$ cat src/rtl/fe_pkg.sv
package fe_pkg;

  typedef struct packed {
    logic        err;
    logic [31:0] data;
  } fe_word_t;

  // Halfwords occupied by the instruction whose low bits are given.
  function automatic logic [1:0] fe_ilen(input logic [1:0] lsb);
    return (lsb == 2'b11) ? 2'd2 : 2'd1;
  endfunction

endpackage

$ cat src/rtl/fe_addr_gen.sv
module fe_addr_gen #(
  parameter logic [31:0] RESET_VECTOR = 32'h0000_0040,
  parameter int          QUEUE_WORDS  = 2,
  parameter int          FLIGHT_W     = 3
) (
  input  logic                               clk,
  input  logic                               rst_n,
  input  logic                               redirect,
  input  logic [31:2]                        redirect_word,
  input  logic [$clog2(QUEUE_WORDS+1)-1:0]   q_count,
  input  logic                               bus_ready,
  input  logic                               bus_rvalid,
  output logic [31:0]                        bus_addr,
  output logic                               bus_addr_valid,
  output logic                               word_keep
);

  logic [31:2]         fetch_word;
  logic [FLIGHT_W-1:0] inflight;
  logic [FLIGHT_W-1:0] drop;
  logic [FLIGHT_W-1:0] live_flight;
  logic [FLIGHT_W-1:0] inflight_nxt;
  logic                addr_acc;

  assign live_flight    = inflight - drop;
  assign bus_addr_valid = (int'(q_count) + int'(live_flight)) < QUEUE_WORDS;
  assign bus_addr       = {fetch_word, 2'b00};
  assign addr_acc       = bus_addr_valid && bus_ready;
  assign inflight_nxt   = inflight + FLIGHT_W'(addr_acc) - FLIGHT_W'(bus_rvalid);
  // Transfers complete in order, so the dropped ones are always the oldest.
  assign word_keep      = bus_rvalid && (drop == '0) && !redirect;

  always_ff @(posedge clk or negedge rst_n) begin
    if (!rst_n) begin
      fetch_word <= RESET_VECTOR[31:2];
      inflight   <= '0;
      drop       <= '0;
    end else begin
      inflight <= inflight_nxt;
      if (redirect) begin
        fetch_word <= redirect_word;
        drop       <= inflight_nxt;
      end else begin
        if (addr_acc) fetch_word <= fetch_word + 30'd1;
        if (bus_rvalid && (drop != '0)) drop <= drop - FLIGHT_W'(1);
      end
    end
  end

  AST_ADDR_STEP: assert property (@(posedge clk) disable iff (!rst_n)
    (addr_acc && !redirect) |=> (bus_addr == $past(bus_addr) + 32'd4));

  AST_DROP_BOUND: assert property (@(posedge clk) disable iff (!rst_n)
    drop <= inflight);

endmodule

$ cat src/rtl/fe_word_queue.sv
module fe_word_queue
  import fe_pkg::*;
#(
  parameter int QUEUE_WORDS = 2
) (
  input  logic                             clk,
  input  logic                             rst_n,
  input  logic                             clear,
  input  logic                             push,
  input  fe_word_t                         push_word,
  input  logic                             pop,
  output fe_word_t                         head,
  output logic [$clog2(QUEUE_WORDS+1)-1:0] count
);

  localparam int QCW = $clog2(QUEUE_WORDS + 1);
  localparam int PW  = (QUEUE_WORDS > 1) ? $clog2(QUEUE_WORDS) : 1;

  fe_word_t        slot_q [QUEUE_WORDS];
  logic [PW-1:0]   wr_ptr;
  logic [PW-1:0]   rd_ptr;

  function automatic logic [PW-1:0] bump(input logic [PW-1:0] p);
    return (p == PW'(QUEUE_WORDS - 1)) ? '0 : p + PW'(1);
  endfunction

  assign head = slot_q[rd_ptr];

  always_ff @(posedge clk) begin
    for (int i = 0; i < QUEUE_WORDS; i++) begin
      if (push && !clear && (wr_ptr == PW'(i))) slot_q[i] <= push_word;
    end
  end

  always_ff @(posedge clk or negedge rst_n) begin
    if (!rst_n) begin
      wr_ptr <= '0;
      rd_ptr <= '0;
      count  <= '0;
    end else if (clear) begin
      wr_ptr <= '0;
      rd_ptr <= '0;
      count  <= '0;
    end else begin
      if (push) wr_ptr <= bump(wr_ptr);
      if (pop)  rd_ptr <= bump(rd_ptr);
      count <= count + QCW'(push) - QCW'(pop);
    end
  end

  AST_NO_OVERFLOW: assert property (@(posedge clk) disable iff (!rst_n)
    (push && !pop && !clear) |-> (int'(count) < QUEUE_WORDS));

  AST_NO_UNDERFLOW: assert property (@(posedge clk) disable iff (!rst_n)
    pop |-> (count != '0));

endmodule

$ cat src/rtl/fe_cir.sv
module fe_cir
  import fe_pkg::*;
#(
  parameter logic RESET_HALF = 1'b0
) (
  input  logic        clk,
  input  logic        rst_n,
  input  logic [1:0]  take,
  input  logic        redirect,
  input  logic        hold,
  input  logic        redirect_half,
  input  fe_word_t    head,
  input  logic        head_valid,
  output logic [31:0] cir,
  output logic [1:0]  cir_count,
  output logic [1:0]  cir_err,
  output logic        pop
);

  logic [1:0][15:0] hw_q, sh_h, nh;
  logic [1:0]       he_q, sh_e, ne;
  logic [1:0]       cnt_q, rem, space, avail, nfill, ncnt, end_ptr;
  logic             hptr_q;
  logic [15:0]      src0;

  always_comb begin
    rem  = cnt_q - take;
    sh_h = hw_q;
    sh_e = he_q;
    if (take == 2'd1) begin
      sh_h[0] = hw_q[1];
      sh_e[0] = he_q[1];
    end
    space = 2'd2 - rem;
    avail = !head_valid ? 2'd0 : (hptr_q ? 2'd1 : 2'd2);
    nfill = (space < avail) ? space : avail;
    src0  = hptr_q ? head.data[31:16] : head.data[15:0];
    nh    = sh_h;
    ne    = sh_e;
    if (nfill != 2'd0) begin
      if (rem == 2'd0) begin
        nh[0] = src0;
        ne[0] = head.err;
        if (nfill == 2'd2) begin
          nh[1] = head.data[31:16];
          ne[1] = head.err;
        end
      end else begin
        nh[1] = src0;
        ne[1] = head.err;
      end
    end
    ncnt    = rem + nfill;
    end_ptr = {1'b0, hptr_q} + nfill;
    pop     = !redirect && (nfill != 2'd0) && (end_ptr == 2'd2);
  end

  always_ff @(posedge clk or negedge rst_n) begin
    if (!rst_n) begin
      hw_q   <= '0;
      he_q   <= '0;
      cnt_q  <= '0;
      hptr_q <= RESET_HALF;
    end else if (redirect) begin
      cnt_q  <= hold ? fe_ilen(hw_q[0][1:0]) : 2'd0;
      hptr_q <= redirect_half;
    end else begin
      hw_q  <= nh;
      he_q  <= ne;
      cnt_q <= ncnt;
      if (pop)                  hptr_q <= 1'b0;
      else if (nfill != 2'd0)   hptr_q <= end_ptr[0];
    end
  end

  assign cir       = {hw_q[1], hw_q[0]};
  assign cir_count = cnt_q;
  assign cir_err   = he_q;

  AST_COUNT_MAX: assert property (@(posedge clk) disable iff (!rst_n)
    cir_count != 2'd3);

  AST_TAKE_LEGAL: assert property (@(posedge clk) disable iff (!rst_n)
    take <= cir_count);

  AST_REDIRECT_EMPTIES: assert property (@(posedge clk) disable iff (!rst_n)
    (redirect && !hold) |=> (cir_count == 2'd0));

  AST_HOLD_KEEPS: assert property (@(posedge clk) disable iff (!rst_n)
    (redirect && hold) |=> ((cir_count == $past(fe_ilen(cir[1:0])))
                            && (cir[15:0] == $past(cir[15:0]))));

endmodule

$ cat src/rtl/fetch_frontend.sv
module fetch_frontend
  import fe_pkg::*;
#(
  parameter logic [31:0] RESET_VECTOR = 32'h0000_0040,
  parameter int          QUEUE_WORDS  = 2,
  parameter int          FLIGHT_W     = 3
) (
  input  logic        clk,
  input  logic        rst_n,
  output logic [31:0] bus_addr,
  output logic        bus_addr_valid,
  input  logic        bus_ready,
  input  logic        bus_rvalid,
  input  logic [31:0] bus_rdata,
  input  logic        bus_rerr,
  input  logic [31:0] jmp_target,
  input  logic        jmp_valid,
  output logic        jmp_ready,
  output logic [31:0] cir,
  output logic [1:0]  cir_count,
  input  logic [1:0]  cir_take,
  output logic [1:0]  cir_err,
  input  logic        cir_hold
);

  localparam int QCW = $clog2(QUEUE_WORDS + 1);

  logic           first_cyc;
  logic           locked;
  logic           redirect;
  logic           hold;
  logic           word_keep;
  logic           q_pop;
  logic [QCW-1:0] q_count;
  fe_word_t       q_head;
  fe_word_t       q_in;

  assign jmp_ready = !first_cyc && !locked;
  assign redirect  = jmp_valid && jmp_ready;
  assign hold      = redirect && cir_hold;
  assign q_in      = '{err: bus_rerr, data: bus_rdata};

  always_ff @(posedge clk or negedge rst_n) begin
    if (!rst_n) begin
      first_cyc <= 1'b1;
      locked    <= 1'b0;
    end else begin
      first_cyc <= 1'b0;
      if (hold)                    locked <= 1'b1;
      else if (cir_take != 2'd0)   locked <= 1'b0;
    end
  end

  fe_addr_gen #(
    .RESET_VECTOR (RESET_VECTOR),
    .QUEUE_WORDS  (QUEUE_WORDS),
    .FLIGHT_W     (FLIGHT_W)
  ) u_addr (
    .clk            (clk),
    .rst_n          (rst_n),
    .redirect       (redirect),
    .redirect_word  (jmp_target[31:2]),
    .q_count        (q_count),
    .bus_ready      (bus_ready),
    .bus_rvalid     (bus_rvalid),
    .bus_addr       (bus_addr),
    .bus_addr_valid (bus_addr_valid),
    .word_keep      (word_keep)
  );

  fe_word_queue #(
    .QUEUE_WORDS (QUEUE_WORDS)
  ) u_queue (
    .clk       (clk),
    .rst_n     (rst_n),
    .clear     (redirect),
    .push      (word_keep),
    .push_word (q_in),
    .pop       (q_pop),
    .head      (q_head),
    .count     (q_count)
  );

  fe_cir #(
    .RESET_HALF (RESET_VECTOR[1])
  ) u_cir (
    .clk           (clk),
    .rst_n         (rst_n),
    .take          (cir_take),
    .redirect      (redirect),
    .hold          (hold),
    .redirect_half (jmp_target[1]),
    .head          (q_head),
    .head_valid    (q_count != '0),
    .cir           (cir),
    .cir_count     (cir_count),
    .cir_err       (cir_err),
    .pop           (q_pop)
  );

  AST_TARGET_EVEN: assert property (@(posedge clk) disable iff (!rst_n)
    redirect |-> !jmp_target[0]);

  AST_HOLD_NEEDS_FULL: assert property (@(posedge clk) disable iff (!rst_n)
    hold |-> ((cir_take == 2'd0) && (cir_count >= fe_ilen(cir[1:0]))));

endmodule

$ cat config.mk
export PLATFORM = sky130hd
export DESIGN_NAME = fetch_frontend
export DESIGN_NICKNAME = d
export VERILOG_FILES = /design/src/rtl/fe_pkg.sv /design/src/rtl/fe_addr_gen.sv /design/src/rtl/fe_word_queue.sv /design/src/rtl/fe_cir.sv /design/src/rtl/fetch_frontend.sv
export SDC_FILE = /design/constraint.sdc
export NUM_CORES = 1
export LEC_CHECK = 0
export BUFFER_PORTS_ARGS = -buffer_cell sky130_fd_sc_hd__buf_2
export CAP_MARGIN = 20
export CORE_ASPECT_RATIO = 1.1
export CORE_MARGIN = 3
export CORE_UTILIZATION = 54
export DETAILED_ROUTE_END_ITERATION = 16
export PLACE_DENSITY = 0.78
export SLEW_MARGIN = 40
export SYNTH_ARGS = -nofsm -noshare
export SYNTH_HDL_FRONTEND = slang
export SYNTH_SLANG_ARGS = --single-unit
$ cat constraint.sdc
create_clock -name clk -period 7.1 [get_ports clk]
set_clock_uncertainty 0.15 [all_clocks]
set_input_delay 0.71 -clock clk [delete_from_list [all_inputs] [get_ports clk]]
set_output_delay 0.71 -clock clk [all_outputs]
set_load 0.1 [all_outputs]
[Yosys cells after proc, flatten, opt, wreduce, memory -nomap -nowiden]
Memory sizes are Yosys's and may differ from the RTL's.
Index checks and enable logic that the tools add are counted.
Word-level totals
  register bits after elaboration: 79
  RAM bits: 66
  bits of input ports: 73
  output and inout bits: 70
  memories: 1
Memories
  u_queue.slot_q: depth 2, width 33, rd ports 1, clocked after memory_dff 0, write ports 1, line fe_word_queue.sv:19  | fe_word_t slot_q [QUEUE_WORDS];
Operators by class
  $add $sub $neg: 14
  order comparisons: 2
  equal/unequal tests: 5
  muxes and demuxes: 40
  bitwise gates (word level): 2
  reductions and logical operators: 29
Operator list (number)
  two-way mux 16 bit: 6
  two-way mux 30 bit: 2
  two-way mux 33 bit: 1
  OR reduction 33 bit: 1
  < comparator 32 x 3 -> 1 bit, second input constant: 1
  adder 30 x 1 -> 30 bit, second input constant: 1
  two-way mux 1 bit: 22
  nonzero test 2 bit: 8
  two-way mux 2 bit: 7
  logical AND 1 bit: 12
  equality test 2 bit, second input constant: 3
  two-way mux 3 bit: 2
  nonzero test 3 bit: 2
  adder 2 x 3 -> 4 bit: 1
  adder 3 x 1 -> 3 bit: 1
  logical NOT 1 bit: 3
  logical NOT 3 bit: 1
  AND reduction 3 bit: 1
  subtractor 3 x 1 -> 3 bit: 1
  subtractor 3 x 1 -> 3 bit, second input constant: 1
  subtractor 3 bit: 1
  adder 1 bit, second input constant: 2
  adder 1 x 2 -> 2 bit: 1
  adder 2 x 1 -> 2 bit: 1
  9 further kinds: 10

[Logic depth before layout (Yosys ltp)]
  word-level depth: 11
  gate-level depth with buffers: 18
  mapped depth without buffers: 18

[Cells and area by module]
From an unflattened synthesis, not the netlist that was laid out.
Unflattened totals
  cell total of the unflattened synthesis: 571
  area, all modules: 7529.7 µm²
Modules (own cells, without submodules)
  fe_word_queue: instances 1, cells each 120, area an instance 2740.1 µm²
  fe_addr_gen: instances 1, cells each 264, area an instance 2519.9 µm²
  fe_cir: instances 1, cells each 178, area an instance 2174.6 µm²
  fetch_frontend: instances 1, cells each 9, area an instance 95.1 µm²

[Least setup slack after synthesis]
OpenSTA, ideal clock, no wires.
  path type: register to output
  start point: register u_addr.inflight[0]
  end point: output bus_addr_valid
  data arrival time: 3895 ps
  slack: 2345 ps
  cell stages (with the launch flop): 10
  path buffers: 0
  path through: dfrtp_1 -> inv_1 -> ha_1 -> inv_1 -> fa_1 -> inv_1 -> fa_1 -> nor2_1 -> nand3_1 -> a21boi_0
On the way
  longest elaborated chain between the ends: 3
RTL lines
  from (decl): line fe_addr_gen.sv:19  | logic [FLIGHT_W-1:0] inflight;
  from (signal assigned): line fe_addr_gen.sv:39  | inflight <= inflight_nxt;
  subtractor 3 bit: line fe_addr_gen.sv:25  | assign live_flight = inflight - drop;
  adder 2 x 3 -> 4 bit: line fe_addr_gen.sv:26  | assign bus_addr_valid = (int'(q_count) + int'(live_flight)) < QUEUE_WORDS;
  < comparator 32 x 3 -> 1 bit: line fe_addr_gen.sv:26
  to (decl): line fetch_frontend.sv:11  | output logic bus_addr_valid,
No other way between the ends.

[Worst setup path after layout]
  start point: register u_addr.inflight[0]
  end point: register u_addr.drop[2]
On the way
  longest elaborated chain between the ends: 7
RTL lines
  subtractor 3 bit: line fe_addr_gen.sv:25
  adder 2 x 3 -> 4 bit: line fe_addr_gen.sv:26
  < comparator 32 x 3 -> 1 bit: line fe_addr_gen.sv:26
  logical AND 1 bit: line fe_addr_gen.sv:28  | assign addr_acc = bus_addr_valid && bus_ready;
  adder 3 x 1 -> 3 bit (*): line fe_addr_gen.sv:29  | assign inflight_nxt = inflight + FLIGHT_W'(addr_acc) - FLIGHT_W'(bus_rvalid);
  subtractor 3 x 1 -> 3 bit (*): line fe_addr_gen.sv:29
  net u_addr.inflight_nxt[2]: line fe_addr_gen.sv:22  | logic [FLIGHT_W-1:0] inflight_nxt;
  two-way mux 3 bit (*): line fe_addr_gen.sv:40  | if (redirect) begin
  to (signal assigned): line fe_addr_gen.sv:42  | drop <= inflight_nxt;
  to (signal assigned): line fe_addr_gen.sv:45  | if (bus_rvalid && (drop != '0)) drop <= drop - FLIGHT_W'(1);
  to (decl): line fe_addr_gen.sv:20  | logic [FLIGHT_W-1:0] drop;
The timed path passes the listed nets; every way through them passes the cells marked *.
A chain may end at the register's enable or synchronous reset.

==> impl_metrics.toml <==
[route]
dr_total_vias = 5359
wl_um = 16700
route.detailed.drc = 0
drt_first_pass_iters = 5
vias_per_cell = 5.77
ant_nets = 0
drt_iter0_drc = 368
post_drt_wl_per_cell_um = 18.0

[setup_path]
worstSetupPathType = "reg2reg"
crit_arrival_ps = 4420
start_kind = "flop"
cp_cell_sequence = "inv_1, ha_1, inv_1, fa_1, inv_1, fa_1, nor4bb_1, and3_1, nor2_2, inv_1, ha_1, fa_1, xnor2_1, xnor2_1, nand2_1, o21ai_0"
slowest_stage = "fa_1"
crit_required_ps = 7280
crit_top_cell = "inv_1"
crit_fanout = 10
setup.worst_path.end_class = "flop"
critPathMaxStageDelay_ps = 540

[logic_synthesis]
netlist_area_um2 = 7140
synth.distinct_cells = 54
synth_edf_count = 66
synth-simple-area-share_pct = 12.0
synth-xor-area-share_pct = 3.63
synth_ff_type = "dfrtp_1"
synth_top_family_by_area = "simple AND/OR/NAND/NOR gates"
synth.area.mux_share_pct = 10.5
synth_fa_ha_area_share_pct = 3.47
synth.ff_latch_count = 145
synth-compound-area-share_pct = 11.4
syn_area_per_cell_um2 = 11.4
syn_inst = 628
async_reset_ff_share_pct = 54.5
ys_warn_count = 0
yosysSeqAreaShare_pct = 55.5

[global_routing]
grt_usage_pct = 23.3
antenna_found_initial = 0
grt_overflow = 0
grt_pass1_vias = 5388
grt_max_degree = 80
grt_pass1_wl_um = 26600

[floorplan]
core.rowCount = 43
die_x_um = 116
die-area_um2 = 14600
die-height_um = 127
coreArea_um2 = 12800
ioPinCount = 143
start_util_pct = 56.0

[clocking]
cts_setup_buffers = 0
hold_buffers = 0
cts.sink_count = 145
ctsRootBufferMaster = "clkbuf_16"
cts_tree = "built"
path_clk_slew_ps = 60
htreeDepth = 4
cts_repair_resize_count = 0
cts_made_buffers = 17
cts_buffer_depth = 2
clk_latency_ps = 420

[timing]
setup_tns_ps = 0
setup_violations = 0
slew_headroom_pct = 47.0
min_period_ps = 4230
fmax_mhz = 236
hold_viol_final = 0
tightest_slew_ps = 795
rsz0062_at_grt = "no"
drv_slew = 0
period_share_pct = 59.6

[finish]
n_fill_cell = 971
n_antenna_cell = 0
final_layout_size_suffix_gt1_share_pct = 29.1
area_growth_pct = 19.8
layout.nets = 849

[status]
status = "completed"

[worst_hold_path]
hp-class = "in2async"

[flow_run]
drv_cap = 0

[placement]
dp_hpwl_um = 11100
port_buffers = 139
gp_congestion = 0.846
-- area by class of cell --
cell class / count / area [µm²] / area share [%]
flip-flops and latches: 145 / 3970 / 46.4
repair buffers: 144 / 739 / 8.64
multi-input cells: 427 / 2970 / 34.7
clock buffers: 20 / 437 / 5.10
well taps: 157 / 196 / 2.30
inverters: 23 / 86.3 / 1.01
clock inverters: 12 / 158 / 1.84
-- path summary, 6_finish.rpt --
check                      depth (start not counted)              endpoint  slack [ps]          startpoint
hold reg to reg                                    1      u_cir.cir_err[0]         330    u_cir.cir_err[0]
max in group asynchronous                          1        u_queue.rd_ptr        6030               rst_n
hold / removal                                     1        u_addr.drop[2]         200               rst_n
min in group clk                                   1  u_queue.slot_q[1][8]         320        bus_rdata[8]
setup / recovery                                  16        u_addr.drop[2]        2870  u_addr.inflight[0]
setup reg to reg                                  16        u_addr.drop[2]        2870  u_addr.inflight[0]
-- cells by family after synthesis --
| kind of cell | count (synthesis) |
|---|---|
| flops | 145 |
| xor+xnor | 28 |
| mux | 71 |
| compound gates | 122 |
| other cells | 1 |
| buf+inv | 58 |
| fa+ha+maj | 18 |
| simple gates | 185 |
-- per-stage QoR --
| step | cells | util (%) | hold slack [ps] | cell area, µm² | setup slack, ps |
|---|---|---|---|---|---|
| 6_report | 928 | 67.1 | 203 | 8560 | 2870 |
| 5_1_grt | 928 | 67.1 | 235 | 8560 | 2620 |
| 4_1_cts | 928 | 67.0 | 216 | 8550 | 2840 |
| 3_5_place_dp | 896 | 62.4 | 330 | 7950 | 2470 |
| 3_3_place_gp | 896 | 62.2 | 321 | 7940 | 2670 |
| 2_1_floorplan | 630 | - | 264 | 7150 | 2350 |
-- per-layer routing --
metal	up-vias	GRT usage (%)	share of wire (%)
li1	2532	-	-
met1	2581	29.4	41
met2	216	38.5	51
met3	30	6.01	6.8
met4	0	9.35	1.9
met5	-	0	0
-- sequential cells by signal, indices dropped and copies added (netlist names) --
register and flops:
first_cyc 1, locked 1, u_addr.drop 3, u_addr.fetch_word 30, u_addr.inflight 3, u_cir.cir 32, u_cir.cir_count 2, u_cir.cir_err 2
u_cir.hptr_q 1, u_queue.count 2, u_queue.rd_ptr 1, u_queue.slot_q 66, u_queue.wr_ptr 1
-- cells in the final DEF (no fill, tap or decap), types with 21 or more instances in the layout --
cell type  count
buf_2        138
dfrtp_1       75
edfxtp_1      66
nor2_1        58
nand2_1       56
o21ai_0       42
mux2i_1       39
mux2_2        32
inv_1         23
a21oi_1       23
xnor2_1       21
nand3_1       21
-- cell usage after synthesis (4+ instances only) --
master | count | area share, %
nor3_1 | 4 | 0.28
nor2_1 | 59 | 3.1
o21ai_0 | 43 | 3.0
and2_1 | 4 | 0.35
o211ai_1 | 5 | 0.53
or3_1 | 7 | 0.61
dfrtp_1 | 77 | 27
a31oi_1 | 7 | 0.61
mux2i_1 | 39 | 5.5
nand3_1 | 21 | 1.5
a211oi_1 | 6 | 0.63
mux2_2 | 32 | 5.0
nand4_1 | 6 | 0.53
xnor2_1 | 21 | 2.6
o22a_1 | 17 | 2.1
edfxtp_1 | 66 | 28
nand3b_1 | 4 | 0.42
inv_1 | 23 | 1.2
buf_2 | 5 | 0.35
nor4_1 | 4 | 0.35
nand2_1 | 57 | 3.0
clkbuf_1 | 25 | 1.3
nand2b_1 | 6 | 0.53
xor2_1 | 6 | 0.74
a21oi_1 | 24 | 1.7
ha_1 | 15 | 2.6
-- worst max-delay path: cells and delay by family (launching register included) --
kind / cells / cell delay (ps)
AO/OA/AOI/OAI: 1 / 90
adder cells (fa/ha/maj): 5 / 1800
flip-flops: 1 / 360
XOR/XNOR: 2 / 390
buffers and inverters: 4 / 450
AND/OR/NAND/NOR: 4 / 910
Power is left out: the tool's default activity adds up to more than one toggle a clock period on the data nets, which glitch-free logic cannot reach.
